===== config.mk =====
export PLATFORM = sky130hd
export DESIGN_NAME = clkdist_cfg_seq
export DESIGN_NICKNAME = d
export VERILOG_FILES = /design/src/rtl/clkdist_cfg_pkg.sv /design/src/rtl/clkdist_profile_mux.sv /design/src/rtl/clkdist_spi_link.sv /design/src/rtl/clkdist_seq_ctrl.sv /design/src/rtl/clkdist_cfg_seq.sv
export SDC_FILE = /design/constraint.sdc
export NUM_CORES = 1
export LEC_CHECK = 0
export BUFFER_PORTS_ARGS = -buffer_cell sky130_fd_sc_hd__buf_2
export CAP_MARGIN = 30
export CORE_MARGIN = 5
export CORE_UTILIZATION = 55
export CTS_CLUSTER_DIAMETER = 80
export DETAILED_ROUTE_END_ITERATION = 10
export PLACE_DENSITY = 0.71
export SETUP_SLACK_MARGIN = 0.3
export SYNTH_ARGS = -nofsm -noshare
export SYNTH_HDL_FRONTEND = slang
export SYNTH_HIERARCHICAL = 1
export SYNTH_SLANG_ARGS = --single-unit
export TNS_END_PERCENT = 20

===== constraint.sdc =====
create_clock -name clk -period 2.9 [get_ports clk]
set_clock_uncertainty 0.05 [all_clocks]
set_input_delay 0.29 -clock clk [delete_from_list [all_inputs] [get_ports clk]]
set_output_delay 0.29 -clock clk [all_outputs]
set_load 0.1 [all_outputs]

===== src/rtl/clkdist_cfg_pkg.sv =====
// Shared constants and state types for the clock distributor configuration
// sequencer. Assumes a device with nine 28-bit registers and a 4-bit address.
package clkdist_cfg_pkg;
    localparam int NUM_REGS  = 9;
    localparam int ADDR_W    = 4;
    localparam int DATA_W    = 28;
    localparam int FRAME_W   = ADDR_W + DATA_W;
    localparam int ADDR_SLOTS = 1 << ADDR_W;
    localparam logic [ADDR_W-1:0] RD_CODE = 4'hE;

    typedef enum logic [2:0] {
        Q_IDLE, Q_PD_LO, Q_PD_HI, Q_SY_LO, Q_SY_HI, Q_WRITE, Q_RD_CMD, Q_RD_DAT
    } seq_state_t;

    typedef enum logic [1:0] {
        L_IDLE, L_SHIFT, L_TAIL, L_GAP
    } link_state_t;
endpackage


===== src/rtl/clkdist_profile_mux.sv =====
// Profile table lookup: unpacks both parameter tables into address-indexed
// arrays and returns the entry for the requested index. Indices beyond the
// register count read as zero. Purely combinational.
module clkdist_profile_mux
    import clkdist_cfg_pkg::*;
#(
    parameter logic [NUM_REGS*DATA_W-1:0] PRI_TABLE = '0,
    parameter logic [NUM_REGS*DATA_W-1:0] SEC_TABLE = '0
) (
    input  logic              sel,
    input  logic [ADDR_W-1:0] idx,
    output logic [DATA_W-1:0] word
);
    logic [DATA_W-1:0] pri_arr [ADDR_SLOTS];
    logic [DATA_W-1:0] sec_arr [ADDR_SLOTS];

    // Unpack each table slot, padding unused addresses with zero.
    for (genvar g = 0; g < ADDR_SLOTS; g++) begin : g_slot
        if (g < NUM_REGS) begin : g_used
            assign pri_arr[g] = PRI_TABLE[g*DATA_W +: DATA_W];
            assign sec_arr[g] = SEC_TABLE[g*DATA_W +: DATA_W];
        end else begin : g_pad
            assign pri_arr[g] = '0;
            assign sec_arr[g] = '0;
        end
    end

    // Select the profile entry.
    always_comb word = sel ? sec_arr[idx] : pri_arr[idx];
endmodule


===== src/rtl/clkdist_spi_link.sv =====
// Serial frame engine: sends one 32-bit frame LSB first with cs_n low
// throughout, sclk idling low, mosi changing on falling edges and miso
// captured on rising edges (first bit into bit 0). After the frame it keeps
// sclk low for a half period, raises cs_n, holds it for a half period and
// then pulses fin. Assumes go only arrives while the engine is idle.
module clkdist_spi_link
    import clkdist_cfg_pkg::*;
#(
    parameter int HALF_CYC = 4
) (
    input  logic               clk,
    input  logic               rst_n,
    input  logic               go,
    input  logic [FRAME_W-1:0] tx_frame,
    input  logic               miso,
    output logic               sclk,
    output logic               cs_n,
    output logic               mosi,
    output logic [FRAME_W-1:0] rx_frame,
    output logic               fin
);
    localparam int DIV_W = $clog2(HALF_CYC + 1);
    localparam int BIT_W = $clog2(FRAME_W);
    localparam logic [DIV_W-1:0] DIV_END = DIV_W'(HALF_CYC - 1);
    localparam logic [BIT_W-1:0] BIT_END = BIT_W'(FRAME_W - 1);

    link_state_t        st;
    logic [DIV_W-1:0]   div;
    logic [BIT_W-1:0]   bit_idx;
    logic [FRAME_W-1:0] shreg;
    logic               tick;

    // Half-period boundary of the serial clock.
    always_comb tick = (div == DIV_END);

    // Frame state machine, serial clock generation, shift out and capture.
    always_ff @(posedge clk) begin
        if (!rst_n) begin
            st <= L_IDLE; div <= '0; bit_idx <= '0; shreg <= '0;
            sclk <= 1'b0; cs_n <= 1'b1; mosi <= 1'b0; rx_frame <= '0; fin <= 1'b0;
        end else begin
            fin <= 1'b0;
            case (st)
                L_IDLE: if (go) begin
                    st <= L_SHIFT; cs_n <= 1'b0; sclk <= 1'b0; div <= '0;
                    shreg <= tx_frame; mosi <= tx_frame[0]; bit_idx <= '0;
                end
                L_SHIFT: begin
                    div <= tick ? '0 : div + 1'b1;
                    if (tick) begin
                        if (!sclk) begin
                            sclk <= 1'b1;
                            rx_frame <= {miso, rx_frame[FRAME_W-1:1]};
                        end else begin
                            sclk  <= 1'b0;
                            shreg <= shreg >> 1;
                            if (bit_idx == BIT_END) begin
                                st   <= L_TAIL;
                                mosi <= 1'b0;
                            end else begin
                                bit_idx <= bit_idx + 1'b1;
                                mosi    <= shreg[1];
                            end
                        end
                    end
                end
                L_TAIL: begin
                    div <= tick ? '0 : div + 1'b1;
                    if (tick) begin cs_n <= 1'b1; st <= L_GAP; end
                end
                default: begin
                    div <= tick ? '0 : div + 1'b1;
                    if (tick) begin fin <= 1'b1; st <= L_IDLE; end
                end
            endcase
        end
    end


    idle_clock_low_chk: assert property (@(posedge clk) disable iff (!rst_n)
        cs_n |-> !sclk);

    data_hold_high_chk: assert property (@(posedge clk) disable iff (!rst_n)
        (sclk && $past(sclk)) |-> $stable(mosi));
endmodule


===== src/rtl/clkdist_seq_ctrl.sv =====
// Sequence controller: on an accepted start it latches the profile and
// read-back choice, runs the power-down release and sync pulse with
// WAIT_CYC-cycle steps, then issues the nine write frames and, optionally,
// nine read pairs, checking each returned value. Assumes the frame engine
// answers each go with exactly one fin.
module clkdist_seq_ctrl
    import clkdist_cfg_pkg::*;
#(
    parameter int WAIT_CYC = 14000
) (
    input  logic               clk,
    input  logic               rst_n,
    input  logic               start,
    input  logic               profile_sel,
    input  logic               verify_en,
    input  logic               fin,
    input  logic [DATA_W-1:0]  rx_data,
    input  logic [DATA_W-1:0]  ref_word,
    output logic               go,
    output logic [FRAME_W-1:0] tx_frame,
    output logic [ADDR_W-1:0]  reg_idx,
    output logic               prof_q,
    output logic               busy,
    output logic               done,
    output logic               verify_ok,
    output logic               pd_n,
    output logic               sync_n
);
    localparam int WT_W = $clog2(WAIT_CYC + 1);
    localparam logic [WT_W-1:0]   WAIT_END = WT_W'(WAIT_CYC - 1);
    localparam logic [ADDR_W-1:0] LAST_IDX = ADDR_W'(NUM_REGS - 1);

    seq_state_t      st;
    logic [WT_W-1:0] cnt;
    logic            ver_q;
    logic            all_ok;
    logic            wait_end;
    logic            rd_bad;
    logic            last_idx;

    // Step timer terminal, last register and read mismatch for this frame.
    always_comb begin
        wait_end = (cnt == WAIT_END);
        last_idx = (reg_idx == LAST_IDX);
        rd_bad   = (st == Q_RD_DAT) && fin && (rx_data != ref_word);
    end

    // Frame content for the current step.
    always_comb begin
        case (st)
            Q_RD_CMD: tx_frame = {{(FRAME_W-2*ADDR_W){1'b0}}, reg_idx, RD_CODE};
            Q_RD_DAT: tx_frame = '0;
            default:  tx_frame = {ref_word, reg_idx};
        endcase
    end

    // Busy whenever the sequence is not idle.
    always_comb busy = (st != Q_IDLE);

    // Main sequence: power-up steps, write frames, read pairs, completion.
    always_ff @(posedge clk) begin
        if (!rst_n) begin
            st <= Q_IDLE; cnt <= '0; reg_idx <= '0; prof_q <= 1'b0; ver_q <= 1'b0;
            all_ok <= 1'b0; go <= 1'b0; done <= 1'b0; verify_ok <= 1'b0;
            pd_n <= 1'b1; sync_n <= 1'b1;
        end else begin
            go   <= 1'b0;
            done <= 1'b0;
            case (st)
                Q_IDLE: if (start) begin
                    st <= Q_PD_LO; pd_n <= 1'b0; cnt <= '0;
                    prof_q <= profile_sel; ver_q <= verify_en;
                    all_ok <= 1'b1; verify_ok <= 1'b0;
                end
                Q_PD_LO: begin
                    cnt <= wait_end ? '0 : cnt + 1'b1;
                    if (wait_end) begin pd_n <= 1'b1; st <= Q_PD_HI; end
                end
                Q_PD_HI: begin
                    cnt <= wait_end ? '0 : cnt + 1'b1;
                    if (wait_end) begin sync_n <= 1'b0; st <= Q_SY_LO; end
                end
                Q_SY_LO: begin
                    cnt <= wait_end ? '0 : cnt + 1'b1;
                    if (wait_end) begin sync_n <= 1'b1; st <= Q_SY_HI; end
                end
                Q_SY_HI: begin
                    cnt <= wait_end ? '0 : cnt + 1'b1;
                    if (wait_end) begin st <= Q_WRITE; reg_idx <= '0; go <= 1'b1; end
                end
                Q_WRITE: if (fin) begin
                    if (!last_idx) begin
                        reg_idx <= reg_idx + 1'b1; go <= 1'b1;
                    end else if (ver_q) begin
                        st <= Q_RD_CMD; reg_idx <= '0; go <= 1'b1;
                    end else begin
                        st <= Q_IDLE; done <= 1'b1;
                    end
                end
                Q_RD_CMD: if (fin) begin st <= Q_RD_DAT; go <= 1'b1; end
                default: if (fin) begin
                    if (rd_bad) all_ok <= 1'b0;
                    if (!last_idx) begin
                        reg_idx <= reg_idx + 1'b1; st <= Q_RD_CMD; go <= 1'b1;
                    end else begin
                        st <= Q_IDLE; done <= 1'b1;
                        verify_ok <= all_ok & ~rd_bad;
                    end
                end
            endcase
        end
    end


    done_pulse_chk: assert property (@(posedge clk) disable iff (!rst_n)
        done |=> !done);

    done_not_busy_chk: assert property (@(posedge clk) disable iff (!rst_n)
        done |-> !busy);

    ok_at_done_chk: assert property (@(posedge clk) disable iff (!rst_n)
        $rose(verify_ok) |-> done);

    idx_range_chk: assert property (@(posedge clk) disable iff (!rst_n)
        go |-> (reg_idx <= LAST_IDX));
endmodule


===== src/rtl/clkdist_cfg_seq.sv =====
// Top of the clock distributor configuration sequencer: joins the sequence
// controller, the profile table lookup and the serial frame engine. Assumes
// miso is synchronous to clk (the device answers on sclk edges made here).
module clkdist_cfg_seq
    import clkdist_cfg_pkg::*;
#(
    parameter int WAIT_CYC  = 14000,
    parameter int SCLK_HALF = 4,
    parameter logic [NUM_REGS*DATA_W-1:0] PRI_TABLE = {
        28'h0000180, 28'h1400000, 28'h1001000, 28'h00009D4, 28'h1540000,
        28'h1540000, 28'h1540000, 28'h1540000, 28'h1540000},
    parameter logic [NUM_REGS*DATA_W-1:0] SEC_TABLE = {
        28'h0000180, 28'h1400000, 28'h1001000, 28'h000019B, 28'h1540020,
        28'h1540020, 28'h1540020, 28'h1540020, 28'h1540020}
) (
    input  logic clk,
    input  logic rst_n,
    input  logic start,
    input  logic profile_sel,
    input  logic verify_en,
    output logic busy,
    output logic done,
    output logic verify_ok,
    output logic sclk,
    output logic cs_n,
    output logic mosi,
    input  logic miso,
    output logic pd_n,
    output logic sync_n
);
    logic               go;
    logic               fin;
    logic [FRAME_W-1:0] tx_frame;
    logic [FRAME_W-1:0] rx_frame;
    logic [ADDR_W-1:0]  reg_idx;
    logic [DATA_W-1:0]  ref_word;
    logic               prof_q;

    clkdist_seq_ctrl #(.WAIT_CYC(WAIT_CYC)) i_ctrl (
        .clk(clk), .rst_n(rst_n), .start(start), .profile_sel(profile_sel),
        .verify_en(verify_en), .fin(fin), .rx_data(rx_frame[FRAME_W-1:ADDR_W]),
        .ref_word(ref_word), .go(go), .tx_frame(tx_frame), .reg_idx(reg_idx),
        .prof_q(prof_q), .busy(busy), .done(done), .verify_ok(verify_ok),
        .pd_n(pd_n), .sync_n(sync_n)
    );

    clkdist_profile_mux #(.PRI_TABLE(PRI_TABLE), .SEC_TABLE(SEC_TABLE)) i_prof (
        .sel(prof_q), .idx(reg_idx), .word(ref_word)
    );

    clkdist_spi_link #(.HALF_CYC(SCLK_HALF)) i_link (
        .clk(clk), .rst_n(rst_n), .go(go), .tx_frame(tx_frame), .miso(miso),
        .sclk(sclk), .cs_n(cs_n), .mosi(mosi), .rx_frame(rx_frame), .fin(fin)
    );


    pwr_quiet_bus_chk: assert property (@(posedge clk) disable iff (!rst_n)
        (!pd_n || !sync_n) |-> cs_n);
endmodule


==> results.sh, run 1 <==
export IMPL_vias=4339
export IMPL_syn2layout_area_growth_pct=5.11
export IMPL_worst_pin_slew_ps=779
export IMPL_cts_root_buf="clkbuf_8"
export IMPL_end_kind="register"
export IMPL_fin_crit_ps=2230
export IMPL_worst_setup_path_start_kind="register"
export IMPL_postSynthAreaPerCell_um2=8.58
export IMPL_vias_per_cell=5.56
export IMPL_grt_max_degree=84
export IMPL_seq_area_um2=2040
export IMPL_die_x_um=111
export IMPL_htreeDepth=3
export IMPL_grt_pass1_wl_mm=20.0
export IMPL_leakagePower_nw=2.48
export IMPL_die_h_um=111
export IMPL_fin_crit_sh_pct=77.0
export IMPL_grt_setup_unrepaired="false"
export IMPL_hold_viol=0
export IMPL_cts_tree="done"
export IMPL_gp_congestion=0.880
export IMPL_maxSlewHeadroom_pct=48.1
export IMPL_nets=661
export IMPL_regToRegSetupSlack_ps=670
export IMPL_gr_total_overflow=0
export IMPL_layout_common_cells="nand2_1 (119), dfxtp_1 (102), mux2i_1 (38)"
export IMPL_path_clk_slew_ps=100
export IMPL_crit_type="reg2reg"
export IMPL_grt_usage_pct=19.1
export IMPL_maxCapViolCount=0
export IMPL_p_per_area_nw_per_um2=514
export IMPL_hold_depth=3
export IMPL_synth_area_um2=5610
export IMPL_slew_violations=0
export IMPL_io_pins=14
export IMPL_worstPathArrival_ps=2450
export IMPL_dr_pass1_iters=4
export IMPL_numPortBuffers=13
export IMPL_start_util_pct=56.9
export IMPL_drt_wl_total_mm=11.4
export IMPL_dpl_worst_slack_ps=728
export IMPL_max_clock_path_buffers=2
export IMPL_worst_hold_path_type="in2reg"
export IMPL_peakVddDrop_mv=0.241
export IMPL_setup_violations_final=0
export IMPL_die_area_um2=12300
export IMPL_grt_pass1_vias=4177
export IMPL_crit_fanout=8
export IMPL_status="completed"
export IMPL_worstSetupStartpoint="i_ctrl/reg_idx[0]"
export IMPL_antennaDiodeCount=0
export IMPL_reg2reg_from="i_ctrl/reg_idx[0]"
export IMPL_initialDrtViolationCount=290
export IMPL_fin_util_pct=59.8
export IMPL_hp_start="verify_en"
export IMPL_multi_input_area_um2=3230
export IMPL_fillers=901
export IMPL_numCtsBuffers=9
export IMPL_antenna_found_initial=0
export IMPL_post_drt_wl_per_cell_um=14.6
export IMPL_layout_commonest_cell="nand2_1"
export IMPL_cts_setup_buffers=0
export IMPL_required_ps=3120
export IMPL_cts_resized=0
export IMPL_yosys_warnings=6
export IMPL_cts_hold_buf=0
export IMPL_setup_ws_ps=666
export IMPL_fin_setup_tns_ps=0
export IMPL_antenna_left=0
export IMPL_r2r_cells=7
export IMPL_fmax_mhz=448
export IMPL_remaining_drc_errors=0
export IMPL_syn_inst=654
export IMPL_dp_hpwl_mm=7.97
export IMPL_clk_latency_ps=370
export IMPL_rows=36
export IMPL_timing_rr_end="i_ctrl/reg_idx[2]"
export IMPL_clock_sinks=102
export IMPL_hold_path_end="i_ctrl/ver_q"
export IMPL_coreArea_um2=9860
export IMPL_drive_gt1_share_pct=8.50
## sequential cells by signal, summed over array words and instances (netlist names), 2 cells and up
signal	cells
i_ctrl/reg_idx	4
i_ctrl/cnt	14
i_link/shreg	31
i_link/bit_idx	5
i_link/div	3
i_link/st	2
i_link/rx_frame	28
i_ctrl/st	3
## power breakdown
group / leakage (nW) / total [W] / internal, W / switching (W)
clock network: 0.112 / 0.00106 / 0.000572 / 0.000491
registers: 0.823 / 0.00147 / 0.00143 / 0.0000402
logic: 1.54 / 0.000496 / 0.000183 / 0.000314
## stage by stage
step | total power (W) | std cells | hold WS, ps | area [µm²]
2_1_floorplan | 0.00192 | 666 | 375 | 5660
4_1_cts | 0.00305 | 780 | 89.8 | 5900
5_1_grt | 0.00317 | 780 | 103 | 5900
6_report | 0.00303 | 780 | 107 | 5900
3_5_place_dp | 0.00199 | 764 | 403 | 5660
3_3_place_gp | 0.00198 | 764 | 396 | 5660
## critical path, stage by stage (launching register included)
cell	delay [ps]
dfxtp_1	410
inv_1	120
ha_1	220
nand3b_1	280
o211ai_1	150
a21oi_1	430
o21ai_0	180
a32o_1	280
## layer usage
metal	wire, µm	track usage [%]
met1	5720	27.2
met2	5150	29.5
met3	299	2.57
met4	220	7.22
met5	0	0
## worst max-delay path by stage
stage | endpoint
floorplan | i_link/shreg[14]
global placement | i_ctrl/cnt[12]
detailed placement | i_ctrl/cnt[12]
CTS | i_ctrl/cnt[12]
global route | i_ctrl/reg_idx[3]
finish | i_ctrl/reg_idx[2]
## layout make-up
type	count	share of cell area [%]
clock buffers	10	2.16
clock inverters	6	1.87
inverters	18	1.15
multi-input cells	486	54.8
flip-flops and latches	102	34.6
well taps	133	2.82
repair buffers	25	2.63
Note: power is estimated with default switching activity, not from simulation.
==> run 2, diff against run 1 <==
Settings changed: ABC_AREA from default to 1.
Clock period 2.9 ns to 2.15 ns, I/O delays scaled along.
==> results.sh, run 2 <==
export IMPL_crit_type="reg2reg"
export IMPL_r2r_cells=12
export IMPL_drt_wl_total_mm=13.4
export IMPL_syn_inst=922
export IMPL_remaining_drc_errors=0
export IMPL_grt_usage_pct=20.6
export IMPL_antenna_left=0
export IMPL_path_clk_slew_ps=100
export IMPL_cts_root_buf="clkbuf_8"
export IMPL_grt_pass1_wl_mm=21.9
export IMPL_io_pins=14
export IMPL_die_area_um2=13000
export IMPL_gr_total_overflow=0
export IMPL_grt_setup_unrepaired="true"
export IMPL_fmax_mhz=547
export IMPL_die_x_um=114
export IMPL_maxCapViolCount=0
export IMPL_clock_sinks=102
export IMPL_grt_pass1_vias=4765
export IMPL_postSynthAreaPerCell_um2=6.44
export IMPL_crit_fanout=5
export IMPL_required_ps=2420
export IMPL_yosys_warnings=6
export IMPL_crit_chain="inv_4 > ha_4 > nand3_4 > nor2_4 > buf_4 > xnor2_1 > nand2_1 > nor2_1 > nand3_1 > o21bai_2 > nand2_1 > a21oi_2"
export IMPL_vias_per_cell=4.98
export IMPL_die_h_um=114
export IMPL_hold_viol=0
export IMPL_status="completed"
export IMPL_worstPathArrival_ps=2090
export IMPL_vias=5373
export IMPL_nets=954
export IMPL_layout_common_cells="nand2_1 (232), nor2_1 (207), dfxtp_1 (96)"
export IMPL_start_util_pct=55.5
export IMPL_gp_congestion=0.948
export IMPL_numCtsBuffers=9
export IMPL_layout_commonest_cell="nand2_1"
export IMPL_hold_depth=3
export IMPL_setup_ws_ps=322
export IMPL_post_drt_wl_per_cell_um=12.4
export IMPL_largest_register_ffs=31
export IMPL_slew_violations=0
export IMPL_largest_register="i_link/shreg"
export IMPL_max_clock_path_buffers=2
export IMPL_antenna_found_initial=0
export IMPL_antennaDiodeCount=0
export IMPL_dpl_worst_slack_ps=101
export IMPL_initialDrtViolationCount=405
export IMPL_grt_max_degree=54
export IMPL_worst_hold_path_type="in2reg"
export IMPL_syn2layout_area_growth_pct=10.1
export IMPL_cpMostUsedCell="nand2_1"
export IMPL_rows=38
export IMPL_fin_util_pct=61.1
export IMPL_clk_latency_ps=380
export IMPL_drive_gt1_share_pct=12.7
export IMPL_critPathBufInv=2
export IMPL_htreeDepth=3
export IMPL_leakagePower_nw=2.71
export IMPL_cts_tree="done"
export IMPL_fin_crit_sh_pct=85.0
export IMPL_dp_hpwl_mm=9.11
export IMPL_fin_setup_tns_ps=0
export IMPL_crit_path_max_incr_delay_ps=340
export IMPL_fin_crit_ps=1830
export IMPL_end_kind="register"
export IMPL_largestRegisters="i_link/shreg (31), i_link/rx_frame (28), i_ctrl/cnt (14)"
export IMPL_worst_setup_path_start_kind="register"
export IMPL_setup_violations_final=0
export IMPL_p_per_area_nw_per_um2=904
export IMPL_coreArea_um2=10700
export IMPL_cp_depth=12
export IMPL_peakVddDrop_mv=0.525
export IMPL_numPortBuffers=13
export IMPL_dr_pass1_iters=5
export IMPL_cp_top_family="simple AND/OR/NAND/NOR gates"
export IMPL_critPathSlowestCell="dfxtp_2"
export IMPL_synth_area_um2=5940
[run 2: area by class of cell]
class                      count  area [µm²]
clock buffer                  13         159
clock inverter                 3        42.5
fill                        1034        4160
inverter                     110         420
multi-input combinational    672        3340
sequential                   102        2050
tap                          140         175
timing repair buffer          40         349
[run 2: worst min-delay path: stages]
cell	delay [ps]
buf_2	70
o21ai_1	50
nor2_1	70
[run 2: through the flow]
stage | hold WS (ps) | cell area, µm² | total power [W] | cells
after floorplan | 300 | 5980 | 0.00412 | 934
after global placement | 388 | 6060 | 0.00442 | 1051
after detailed placement | 395 | 6060 | 0.00444 | 1051
after CTS | 2.46 | 6330 | 0.00571 | 1069
after global routing | 43.5 | 6540 | 0.00634 | 1080
final | 20.6 | 6540 | 0.00591 | 1080
[run 2: per-layer routing]
layer	vias to the layer above	track usage, %	routed length (µm)
met2	93	33.6	6290
met4	0	6.33	234
met1	2405	27.1	6360
met3	21	4.93	470
met5	-	0	0
li1	2854	-	-
[run 2: power breakdown]
group / total [W] / switching (W) / internal (W)
combinational: 0.00233 / 0.00153 / 0.000797
sequential: 0.00232 / 0.000181 / 0.00214
clock: 0.00127 / 0.000665 / 0.000602
total: 0.00591 / 0.00237 / 0.00354
[run 2: final timing paths]
check | from | to | slack, ps
min reg2reg | i_link/div[2] | i_link/div[2] | 410
max | i_ctrl/reg_idx[1] | i_ctrl/all_ok | 320
max reg2reg | i_ctrl/reg_idx[1] | i_ctrl/all_ok | 320
min | miso | i_link/rx_frame[31] | 20
[run 2: what timing repair did]
item | in CTS | in global routing
setup buffers | 1 | 8
pin swaps | 5 | 12
cloned | 0 | 3
gates resized for setup | 18 | 24
hold buffers | 1 | 0
endpoints found under the hold margin | 1 | 0
endpoints found under the setup margin | 34 | 86
